`src/rtl/spin_port_pkg.sv`:
```
package spin_port_pkg;
  localparam int unsigned ADDR_W   = 5;
  localparam int unsigned BYTE_W   = 8;
  localparam logic [ADDR_W-1:0] OFS_DATA_HI = 5'h14;
  localparam logic [ADDR_W-1:0] OFS_DATA_LO = 5'h15;
  localparam logic [ADDR_W-1:0] OFS_ASSIGN  = 5'h16;
  localparam logic [ADDR_W-1:0] OFS_DIR     = 5'h17;
endpackage

```
`src/rtl/spin_sync.sv`:
```
module spin_sync #(
  parameter int unsigned W      = 11,
  parameter int unsigned STAGES = 2
) (
  input  logic         clk_i,
  input  logic         rst_ni,
  input  logic [W-1:0] d_i,
  output logic [W-1:0] q_o
);
  logic [W-1:0] stg_q [STAGES];

  always_ff @(posedge clk_i or negedge rst_ni) begin
    if (!rst_ni) stg_q[0] <= '0;
    else         stg_q[0] <= d_i;
  end

  for (genvar s = 1; s < STAGES; s++) begin : g_stage
    always_ff @(posedge clk_i or negedge rst_ni) begin
      if (!rst_ni) stg_q[s] <= '0;
      else         stg_q[s] <= stg_q[s-1];
    end
  end

  assign q_o = stg_q[STAGES-1];
endmodule

```
`src/rtl/spin_regs.sv`:
```
module spin_regs
  import spin_port_pkg::*;
#(
  parameter int unsigned SPI_PINS = 7,
  parameter int unsigned UART_CH  = 2,
  localparam int unsigned N_PINS  = SPI_PINS + 2 * UART_CH,
  localparam int unsigned LAT_W   = SPI_PINS + UART_CH
) (
  input  logic                clk_i,
  input  logic                rst_ni,
  input  logic                wr_en_i,
  input  logic [ADDR_W-1:0]   addr_i,
  input  logic [BYTE_W-1:0]   wdata_i,
  input  logic [N_PINS-1:0]   pin_sync_i,
  output logic [BYTE_W-1:0]   rdata_o,
  output logic [LAT_W-1:0]    data_q_o,
  output logic [SPI_PINS-1:0] asg_q_o,
  output logic [SPI_PINS-1:0] dir_q_o
);
  logic [LAT_W-1:0]    data_q;
  logic [SPI_PINS-1:0] asg_q, dir_q;
  logic [2*BYTE_W-1:0] pin_word;

  // Data word: bits 7:0 at the low offset, bits 15:8 at the high offset.
  for (genvar b = 0; b < LAT_W; b++) begin : g_data_bit
    localparam logic [ADDR_W-1:0] OFS = (b < BYTE_W) ? OFS_DATA_LO : OFS_DATA_HI;
    localparam int unsigned       POS = b % BYTE_W;
    always_ff @(posedge clk_i or negedge rst_ni) begin
      if (!rst_ni)                    data_q[b] <= 1'b0;
      else if (wr_en_i && addr_i == OFS) data_q[b] <= wdata_i[POS];
    end
  end

  always_ff @(posedge clk_i or negedge rst_ni) begin
    if (!rst_ni) begin
      asg_q <= '0;
      dir_q <= '0;
    end else if (wr_en_i) begin
      if (addr_i == OFS_ASSIGN) asg_q <= wdata_i[SPI_PINS-1:0];
      if (addr_i == OFS_DIR)    dir_q <= wdata_i[SPI_PINS-1:0];
    end
  end

  assign pin_word = (2*BYTE_W)'(pin_sync_i);

  always_comb begin
    unique case (addr_i)
      OFS_DATA_HI: rdata_o = pin_word[2*BYTE_W-1:BYTE_W];
      OFS_DATA_LO: rdata_o = pin_word[BYTE_W-1:0];
      OFS_ASSIGN:  rdata_o = BYTE_W'(asg_q);
      OFS_DIR:     rdata_o = BYTE_W'(dir_q);
      default:     rdata_o = '0;
    endcase
  end

  assign data_q_o = data_q;
  assign asg_q_o  = asg_q;
  assign dir_q_o  = dir_q;
endmodule

```
`src/rtl/spin_pad_mux.sv`:
```
module spin_pad_mux #(
  parameter int unsigned SPI_PINS = 7,
  parameter int unsigned UART_CH  = 2,
  localparam int unsigned N_PINS  = SPI_PINS + 2 * UART_CH,
  localparam int unsigned LAT_W   = SPI_PINS + UART_CH,
  localparam int unsigned TX_BASE = SPI_PINS,
  localparam int unsigned RX_BASE = SPI_PINS + UART_CH
) (
  input  logic [LAT_W-1:0]    data_q_i,
  input  logic [SPI_PINS-1:0] asg_q_i,
  input  logic [SPI_PINS-1:0] dir_q_i,
  input  logic [N_PINS-1:0]   pin_sync_i,
  input  logic [SPI_PINS-1:0] spi_do_i,
  input  logic [SPI_PINS-1:0] spi_oe_i,
  output logic [SPI_PINS-1:0] spi_di_o,
  input  logic [UART_CH-1:0]  uart_tx_i,
  input  logic [UART_CH-1:0]  uart_txe_i,
  input  logic [UART_CH-1:0]  uart_rxe_i,
  output logic [UART_CH-1:0]  uart_rx_o,
  output logic [N_PINS-1:0]   pad_o,
  output logic [N_PINS-1:0]   pad_oe_o
);
  for (genvar p = 0; p < SPI_PINS; p++) begin : g_spi_pin
    // Direction register gates both port and peripheral drive.
    assign pad_o[p]    = asg_q_i[p] ? spi_do_i[p] : data_q_i[p];
    assign pad_oe_o[p] = dir_q_i[p] & (asg_q_i[p] ? spi_oe_i[p] : 1'b1);
    assign spi_di_o[p] = asg_q_i[p] & pin_sync_i[p];
  end

  for (genvar c = 0; c < UART_CH; c++) begin : g_uart_ch
    assign pad_o[TX_BASE+c]    = uart_txe_i[c] ? uart_tx_i[c] : data_q_i[TX_BASE+c];
    assign pad_oe_o[TX_BASE+c] = 1'b1;
    assign pad_o[RX_BASE+c]    = 1'b0;
    assign pad_oe_o[RX_BASE+c] = 1'b0;
    // Disabled receiver sees line idle.
    assign uart_rx_o[c]        = uart_rxe_i[c] ? pin_sync_i[RX_BASE+c] : 1'b1;
  end
endmodule

```
`src/rtl/spin_port_ctrl.sv`:
```
module spin_port_ctrl
  import spin_port_pkg::*;
#(
  parameter int unsigned SPI_PINS    = 7,
  parameter int unsigned UART_CH     = 2,
  parameter int unsigned SYNC_STAGES = 2,
  localparam int unsigned N_PINS     = SPI_PINS + 2 * UART_CH,
  localparam int unsigned LAT_W      = SPI_PINS + UART_CH
) (
  input  logic                clk_i,
  input  logic                rst_ni,
  input  logic                wr_en_i,
  input  logic [ADDR_W-1:0]   addr_i,
  input  logic [BYTE_W-1:0]   wdata_i,
  output logic [BYTE_W-1:0]   rdata_o,
  input  logic [SPI_PINS-1:0] spi_do_i,
  input  logic [SPI_PINS-1:0] spi_oe_i,
  output logic [SPI_PINS-1:0] spi_di_o,
  input  logic [UART_CH-1:0]  uart_tx_i,
  input  logic [UART_CH-1:0]  uart_txe_i,
  input  logic [UART_CH-1:0]  uart_rxe_i,
  output logic [UART_CH-1:0]  uart_rx_o,
  input  logic [N_PINS-1:0]   pad_i,
  output logic [N_PINS-1:0]   pad_o,
  output logic [N_PINS-1:0]   pad_oe_o
);
  logic [N_PINS-1:0]   pin_sync;
  logic [LAT_W-1:0]    data_q;
  logic [SPI_PINS-1:0] asg_q, dir_q;

  spin_sync #(.W(N_PINS), .STAGES(SYNC_STAGES)) u_sync (
    .clk_i (clk_i),
    .rst_ni(rst_ni),
    .d_i   (pad_i),
    .q_o   (pin_sync)
  );

  spin_regs #(.SPI_PINS(SPI_PINS), .UART_CH(UART_CH)) u_regs (
    .clk_i     (clk_i),
    .rst_ni    (rst_ni),
    .wr_en_i   (wr_en_i),
    .addr_i    (addr_i),
    .wdata_i   (wdata_i),
    .pin_sync_i(pin_sync),
    .rdata_o   (rdata_o),
    .data_q_o  (data_q),
    .asg_q_o   (asg_q),
    .dir_q_o   (dir_q)
  );

  spin_pad_mux #(.SPI_PINS(SPI_PINS), .UART_CH(UART_CH)) u_mux (
    .data_q_i  (data_q),
    .asg_q_i   (asg_q),
    .dir_q_i   (dir_q),
    .pin_sync_i(pin_sync),
    .spi_do_i  (spi_do_i),
    .spi_oe_i  (spi_oe_i),
    .spi_di_o  (spi_di_o),
    .uart_tx_i (uart_tx_i),
    .uart_txe_i(uart_txe_i),
    .uart_rxe_i(uart_rxe_i),
    .uart_rx_o (uart_rx_o),
    .pad_o     (pad_o),
    .pad_oe_o  (pad_oe_o)
  );
endmodule

```
`config.mk`:
```
export PLATFORM = sky130hd
export DESIGN_NAME = spin_port_ctrl
export DESIGN_NICKNAME = d
export VERILOG_FILES = /design/src/rtl/spin_port_pkg.sv /design/src/rtl/spin_sync.sv /design/src/rtl/spin_regs.sv /design/src/rtl/spin_pad_mux.sv /design/src/rtl/spin_port_ctrl.sv
export SDC_FILE = /design/constraint.sdc
export NUM_CORES = 1
export LEC_CHECK = 0
export BUFFER_PORTS_ARGS = -buffer_cell sky130_fd_sc_hd__buf_2
export CAP_MARGIN = 20
export CORE_MARGIN = 2
export CORE_UTILIZATION = 45
export DETAILED_ROUTE_END_ITERATION = 7
export PLACE_DENSITY_LB_ADDON = 0.12
export SYNTH_ARGS = -nofsm -noshare
export SYNTH_HDL_FRONTEND = slang
export SYNTH_SLANG_ARGS = --single-unit
```
`constraint.sdc`:
```
create_clock -name clk_i -period 1.2 [get_ports clk_i]
set_input_delay 0.12 -clock clk_i [delete_from_list [all_inputs] [get_ports clk_i]]
set_output_delay 0.12 -clock clk_i [all_outputs]
set_load 0.005 [all_outputs]
```
==> Flow_metrics.wiki, run 1 <==
{| class="wikitable"
! Metric !! Value
|-
| Library cell contributing the largest single delay on the critical path || mux4_2
|-
| Path type of the worst setup path || reg2out
|-
| Unrepaired setup endpoints after global routing || true
|-
| Final hold viol count || 0
|-
| Vias || roughly 1500
|-
| Placed Instances || roughly 280
|-
| Number of violations reported at the end of detailed-routing iteration 0 || 22
|-
| Clock tree buffer depth || 2
|-
| Number of storage elements in the synthesis netlist || 45
|-
| Detailed Place HPWL || 3.21 mm
|-
| TritonCTS clock tree || yes
|-
| Maximum VDD drop || between 900 and 1000 uV
|-
| Mean area per synthesized cell || 14.5 um2
|-
| Min Tclk post-route || approximately 1.5 ns
|-
| Starting utilization of the core area || 46.6%
|-
| Die width || 71.1 um
|-
| CP Capture Type || output pin
|-
| Minimum setup slack after placement || -0.117 ns
|-
| Pin count of the biggest net entering global routing || 29
|-
| Placed standard-cell area || 2590 um2
|-
| Final setup violation count || 17
|-
| Detailed Routing Iterations Pass 1 || 4
|-
| Initial antenna violation count || 0
|-
| Register-to-Register Setup Slack || 0.21 ns
|-
| Average wire length per cell after detail routing || 13.9 um
|-
| Register-to-Register Path Depth || 3
|-
| Distinct cell type count of the synthesized netlist || 24
|-
| Skew-Pair Late Insertion Delay || 0.29 ns
|-
| Cell area after layout || ~3000 um2
|-
| Number of warnings issued by yosys || 0
|-
| Critical register-to-register path startpoint || u_regs.asg_q_o[0]
|-
| Site Rows || 24
|-
| Number of remaining DRC errors || 0
|-
| Post-route insts no fill || 312
|-
| Total global-route track usage || 18.4%
|-
| Maximum single-stage delay on the critical path || 0.45 ns
|-
| Startpoint class of the critical path || flop
|-
| Number of max-slew violations in the final report || 0
|-
| CTS buffer count || 5
|-
| Filler instances || 339
|-
| Worst Skew || 0.00172 ns
|-
| Leakage power || 0.00155 uW
|-
| CP max FO || 2
|-
| CTS H-tree lvls || 2
|-
| Post-synthesis cell area || 2030 um2
|-
| Total power divided by cell area || 1270 nW/um2
|-
| Total overflow reported by the global router || 0
|-
| Post-layout worst setup margin || -0.299 ns
|-
| Buffers added on ports || about 80
|-
| Result of the run || finished, violations left
|-
| Sequential fraction of the synthesis area || between 50 and 60%
|-
| Final Cycle Share || 125%
|-
| Via count of the first global-routing pass || 1616
|-
| Routability congestion estimate || 0.713
|-
| P&R area growth vs syn || 47.3%
|-
| Die extent in y || between 70 and 80 um
|-
| I/O pin count || 86
|-
| Maxcap violations || 0
|-
| Post-Route Setup TNS || -2.37 ns
|-
| # diodes || 0
|-
| Failing checks || negative setup slack
|-
| Wire length after detailed routing || roughly 4.3 mm
|-
| Antenna-violating nets left || 0
|-
| Crit-path cells || mux4_2 -> nor2b_1 -> buf_2
|-
| Layout Nets || 307
|-
| Worst setup path startpoint || u_regs.asg_q_o[0]
|-
| Die area || slightly above 5000 um2
|-
| Vias per std cell || 4.74
|-
| Clock Sinks || 45
|-
| Fraction of final layout cells sized beyond drive strength 1 || 64.6%
|-
| Critical Path RT || 1.08 ns
|-
| Critical path data arrival time || 1.38 ns
|-
| Class of the tightest hold or removal check || in2reg
|-
| Worst setup path endpoint || rdata_o[0]
|-
| Library cell used as clock root buffer || clkbuf_8
|-
| Hold slack final || about 0.063 ns
|-
| Area inside the core boundary || 4350 um2
|-
| Hold Crit Depth || 2
|-
| Worst reg2reg path endpoint || u_regs.asg_q_o[0]
|-
| Wire length of the first global-routing pass || 7.20 mm
|-
| Clock slew at reported path FFs || 0.07 ns
|-
| Synthesized instance count || 140
|-
| Maximum clock frequency || 667 MHz
|}
[state kept, by name (all words and copies together), names as in the netlist]
signal and flops:
u_sync.stg_q 11, u_regs.asg_q_o 7, u_regs.dir_q_o 7, u_sync.q_o 11, u_regs.data_q_o 9
[routing by layer]
layer	global-route usage (%)	share of wire [%]	up-vias
met5	0	0	-
met3	4.56	5.8	6
li1	-	-	707
met1	21.6	39	708
met4	7.13	1.3	0
met2	32.6	54	57
[area by class of cell]
type / instances / area (um2) / area share (%)
Clock buffer: 7 / 86.3 / 2.89
Inverter: 7 / 26.3 / 0.880
Multi-Input combinational cell: 83 / 872 / 29.2
Sequential cell: 45 / 1130 / 37.8
Tap cell: 52 / 65.1 / 2.18
Timing Repair Buffer: 118 / 807 / 27.0
[worst min path at each step]
| stage | startpoint | end | slack (ns) |
|---|---|---|---|
| floorplan | rst_ni | u_regs.asg_q_o[0] | -0.18 |
| global placement | rst_ni | u_sync.stg_q[21] | 0.07 |
| detailed placement | rst_ni | u_sync.stg_q[12] | 0.08 |
| CTS | wdata_i[7] | u_regs.data_q_o[7] | 0.05 |
| global route | wdata_i[7] | u_regs.data_q_o[7] | 0.06 |
| finish | wdata_i[7] | u_regs.data_q_o[7] | 0.06 |
[repair_timing]
item                                   4_1_cts  5_1_grt
setup endpoints to repair                   18       27
buffers inserted                             7        3
gates resized for setup                     20       21
endpoints found under the hold margin       28        0
hold buffers                                12        0
pin swaps                                    2        0
[report_power, final]
part           total, uW  switching, uW  internal [uW]  leakage [uW]
clock network        902            446            456     0.0000443
logic               1060            348            711      0.000958
registers           1840            133           1710      0.000546
[cells in the final DEF, fill, tap and decap left out, types with 4 or more instances in the layout]
cell | synthesis | final
a21boi_1 | 0 | 5
a22oi_2 | 0 | 4
and2_1 | 7 | 5
buf_2 | 1 | 73
buf_4 | 6 | 18
buf_6 | 2 | 13
clkbuf_8 | 0 | 6
conb_1 | 2 | 6
dfrtp_1 | 45 | 42
dlygate4sd3_1 | 0 | 12
inv_1 | 7 | 7
mux2_2 | 34 | 27
mux2_4 | 0 | 7
nor2_1 | 5 | 5
[worst max-delay path, delay by kind of cell (launching register included)]
kind	cells	cell delay (ns)
and+or+nand+nor	1	0.14
DFF	1	0.39
buffers and inverters	1	0.12
muxes	1	0.45
[cell usage after synthesis]
library cell,n,share of area (%)
a21boi_0,7,2.6
a22oi_1,4,1.5
and2_1,7,2.2
buf_2,1,0.25
buf_4,6,2.2
buf_6,2,1.1
conb_1,2,0.37
dfrtp_1,45,56
inv_1,7,1.3
mux2_1,2,1.1
mux2_2,34,19
mux4_1,2,2.6
mux4_2,1,1.1
nand2_1,1,0.18
nand2b_1,2,0.62
nand3_2,1,0.49
nand3b_1,1,0.37
nand3b_4,2,2.0
nor2_1,5,0.93
nor2_4,1,0.56
nor2_8,1,0.99
nor2b_1,4,1.2
nor3_4,1,0.80
nor4b_4,1,1.2
[stage by stage]
stage	total power [uW]	utilization, %
floorplan	2240	-
global placement	2620	59.5
detailed placement	2650	59.5
CTS	3750	66.7
global route	4030	68.6
finish	3800	68.6
[cell families after synthesis]
logic type             Yosys count  synth area share, %
other                            2                0.370
AND/OR/NAND/NOR                 27                 11.5
flip-flops                      45                 55.5
buffers and inverters           16                 4.87
AO/OA/AOI/OAI                   11                 4.07
multiplexers                    39                 23.7
No activity file was read; power rests on OpenSTA's default activity.
==> inputs of run 2 (changes only) <==
==> constraint.sdc (replaced) <==
create_clock -name clk_i -period 1.2 [get_ports clk_i]
set_input_delay 0.12 -clock clk_i [delete_from_list [all_inputs] [get_ports clk_i]]
set_output_delay 0.12 -clock clk_i [all_outputs]
set_load 0.01 [all_outputs]
==> run 2 against run 1 <==
Compared with the run above:
- the run still ends with negative setup slack left
- largest power group unchanged
- critical path type unchanged
- highest routed layer unchanged
- clock-buffer cell count up 1
- clock power fell by 5.2%
- critical path depth did not move
- worst hold slack lost 0.0037 ns
- largest cell class unchanged
- sequential power hardly changed
- non-clock buffer count down 8
==> Flow_metrics.wiki, run 2 (same netlist as run 1, synthesis figures left out) <==
{| class="wikitable"
! Metric !! Value
|-
| Final hold viol count || 0 (unchanged)
|-
| Internal cell power || 2810 uW (-2.3%)
|-
| Skew-Pair Late Insertion Delay || 0.28 ns (about the same)
|-
| Antenna-violating nets left || 0 (unchanged)
|-
| Power, Total || 3780 uW (-0.47%)
|-
| Worst Skew || 0.00228 ns (+0.000560 ns)
|-
| Critical Path RT || 1.08 ns (about the same)
|-
| Layout Nets || 299 (-2.6%)
|-
| Vias || 1463 (-1.0%)
|-
| Placed Instances || 281 (-1.1%)
|-
| Min Tclk post-route || 1.53 ns (+0.0262 ns)
|-
| Initial antenna violation count || 0 (unchanged)
|-
| Buffers added on ports || 79 (unchanged)
|-
| Total overflow reported by the global router || 0 (unchanged)
|-
| Maximum single-stage delay on the critical path || 0.45 ns (about the same)
|-
| Fraction of power spent switching nets || 25.7% (+1.4 points)
|-
| Library cell used as clock root buffer || clkbuf_8
|-
| Clock Sinks || 45 (unchanged)
|-
| Clock tree buffer depth || 2 (unchanged)
|-
| Library cell contributing the largest single delay on the critical path || mux4_2
|-
| Total power divided by cell area || 1290 nW/um2 (+0.97%)
|-
| Clock slew at reported path FFs || 0.07 ns (about the same)
|-
| TritonCTS clock tree || yes
|-
| Final setup violation count || 16 (-1)
|-
| Unrepaired setup endpoints after global routing || true
|-
| Die width || 71.1 um (unchanged)
|-
| Wire length of the first global-routing pass || 6.80 mm (-5.6%)
|-
| Register-to-Register Path Depth || 3 (unchanged)
|-
| Detailed Routing Iterations Pass 1 || 4 (unchanged)
|-
| Maxcap violations || 0 (unchanged)
|-
| P&R area growth vs syn || 45.2%
|-
| Fraction of final layout cells sized beyond drive strength 1 || 62.8% (-1.8 points)
|-
| Site Rows || 24 (unchanged)
|-
| Failing checks || negative setup slack
|-
| Maximum clock frequency || 656 MHz (-1.7%)
|-
| Part of the power in combinational logic || 28.8% (+1.0 points)
|-
| Class of the tightest hold or removal check || in2reg
|-
| Critical register-to-register path startpoint || u_regs.dir_q_o[1]
|-
| Min-Delay Startpoint || wdata_i[7]
|-
| Number of violations reported at the end of detailed-routing iteration 0 || 24 (+9.1%)
|-
| Vias per std cell || 4.80 (+1.3%)
|-
| Post-layout worst setup margin || -0.325 ns (-0.0262 ns)
|-
| Starting utilization of the core area || 46.6% (unchanged)
|-
| I/O pin count || 86 (unchanged)
|-
| Average wire length per cell after detail routing || 13.9 um (-0.18%)
|-
| Hold Crit Depth || 2 (unchanged)
|-
| Path type of the worst setup path || reg2out
|-
| Hold Path End || u_regs.data_q_o[7]
|-
| Area inside the core boundary || 4350 um2 (unchanged)
|-
| Post-layout util || 67.6% (-0.98 points)
|-
| Wire length after detailed routing || 4.24 mm (-2.4%)
|-
| CTS H-tree lvls || 2 (unchanged)
|-
| Maximum VDD drop || 989 uV (+5.8%)
|-
| Die area || 5060 um2 (unchanged)
|-
| Result of the run || finished, violations left
|-
| Via count of the first global-routing pass || 1532 (-5.2%)
|-
| CP max FO || 2 (unchanged)
|-
| Sequential fraction of design power || 48.6% (+0.2 points)
|-
| Final Cycle Share || 127% (+2.2 points)
|-
| Leakage power || 0.00151 uW (-2.3%)
|-
| CP Capture Type || output pin
|-
| Clock share of power || 22.6% (-1.1 points)
|-
| Pin count of the biggest net entering global routing || 46 (+59%)
|-
| Number of max-slew violations in the final report || 0 (unchanged)
|-
| Most frequent cells in the layout || buf_2 (69), dfrtp_1 (42), mux2_2 (26)
|-
| Register-to-Register Setup Slack || 0.21 ns (about the same)
|-
| Leading cell type in the layout, fill and taps excluded || buf_2
|-
| Met1 wire length || 1.73 mm (+1.5%)
|-
| Detailed route wirelength on metal2 || 2.22 mm (-5.0%)
|-
| # diodes || 0 (unchanged)
|-
| Post-route insts no fill || 305 (-2.2%)
|-
| Crit-path cells || mux4_2 -> nor2b_1 -> buf_2
|-
| Startpoint class of the critical path || flop
|-
| Detailed Place HPWL || 3.01 mm (-6.0%)
|-
| Uppermost layer routed || met4
|-
| Critical path data arrival time || 1.41 ns (+0.03 ns)
|-
| Die extent in y || 71.1 um (unchanged)
|-
| Sw Pwr || 973 uW (+5.1%)
|-
| DR WL met3 || 241 um (-3.6%)
|-
| Routability congestion estimate || 0.693 (-2.8%)
|-
| Number of remaining DRC errors || 0 (unchanged)
|-
| Total global-route track usage || 17.5% (-0.93 points)
|-
| Worst reg2reg path endpoint || u_regs.dir_q_o[1]
|-
| CTS buffer count || 5 (unchanged)
|}
-- run 2: layout make-up --
cell class	instances	area [um2]
multi-input combinational	83	886
timing repair buffer	110	757
tap	52	65.1
clock buffer	8	80.1
fill	345	1410
inverter	7	26.3
sequential	45	1130
-- run 2: worst max-delay path by stage --
| stage | slack [ns] | startpoint | end |
|---|---|---|---|
| 6_report | -0.33 | u_regs.dir_q_o[2] | rdata_o[2] |
| 5_1_grt | -0.37 | u_regs.asg_q_o[1] | rdata_o[1] |
| 4_1_cts | -0.33 | u_sync.q_o[9] | rdata_o[1] |
| 3_5_place_dp | -0.1 | addr_i[0] | u_regs.data_q_o[4] |
| 3_3_place_gp | -0.08 | addr_i[0] | u_regs.data_q_o[7] |
| 2_1_floorplan | 0.03 | addr_i[3] | u_regs.data_q_o[8] |
-- run 2: timing repair --
action	4_1_cts	5_1_grt
hold endpoints to repair	56	0
buffers inserted	3	4
cloned	0	0
endpoints found under the setup margin	19	27
gates resized for setup	18	26
hold buffers	12	0
pin swaps	3	1
-- run 2: power by group through the flow --
stage	combinational (uW)	clock [uW]	sequential, uW
6_report	1090	855	1840
5_1_grt	1180	965	1860
4_1_cts	992	895	1830
3_5_place_dp	846	0	1850
3_3_place_gp	831	0	1840
2_1_floorplan	487	0	1820
-- run 2: routing by layer --
metal  track usage, %  vias up
met5                0        -
met4             5.66        0
met3             5.41        7
met2             30.4       52
met1             20.8      708
li1                 -      696
-- run 2: metrics by stage --
| step | instance area (um2) | hold WS (ns) | setup TNS (ns) | setup slack (ns) |
|---|---|---|---|---|
| 2_1_floorplan | 2040 | -0.176 | 0 | 0.0272 |
| 5_1_grt | 2940 | 0.0400 | -3.71 | -0.369 |
| 6_report | 2940 | 0.0593 | -2.63 | -0.325 |
| 3_3_place_gp | 2570 | 0.113 | -1.58 | -0.0825 |
| 4_1_cts | 2840 | 0.0513 | -2.71 | -0.334 |
| 3_5_place_dp | 2570 | 0.114 | -1.98 | -0.0983 |
-- run 2: critical path: cells and delay by family (launching register included) --
kind	cells	cell delay, ns
buf+inv	1	0.14
simple gates	1	0.14
flops	1	0.39
mux	1	0.45
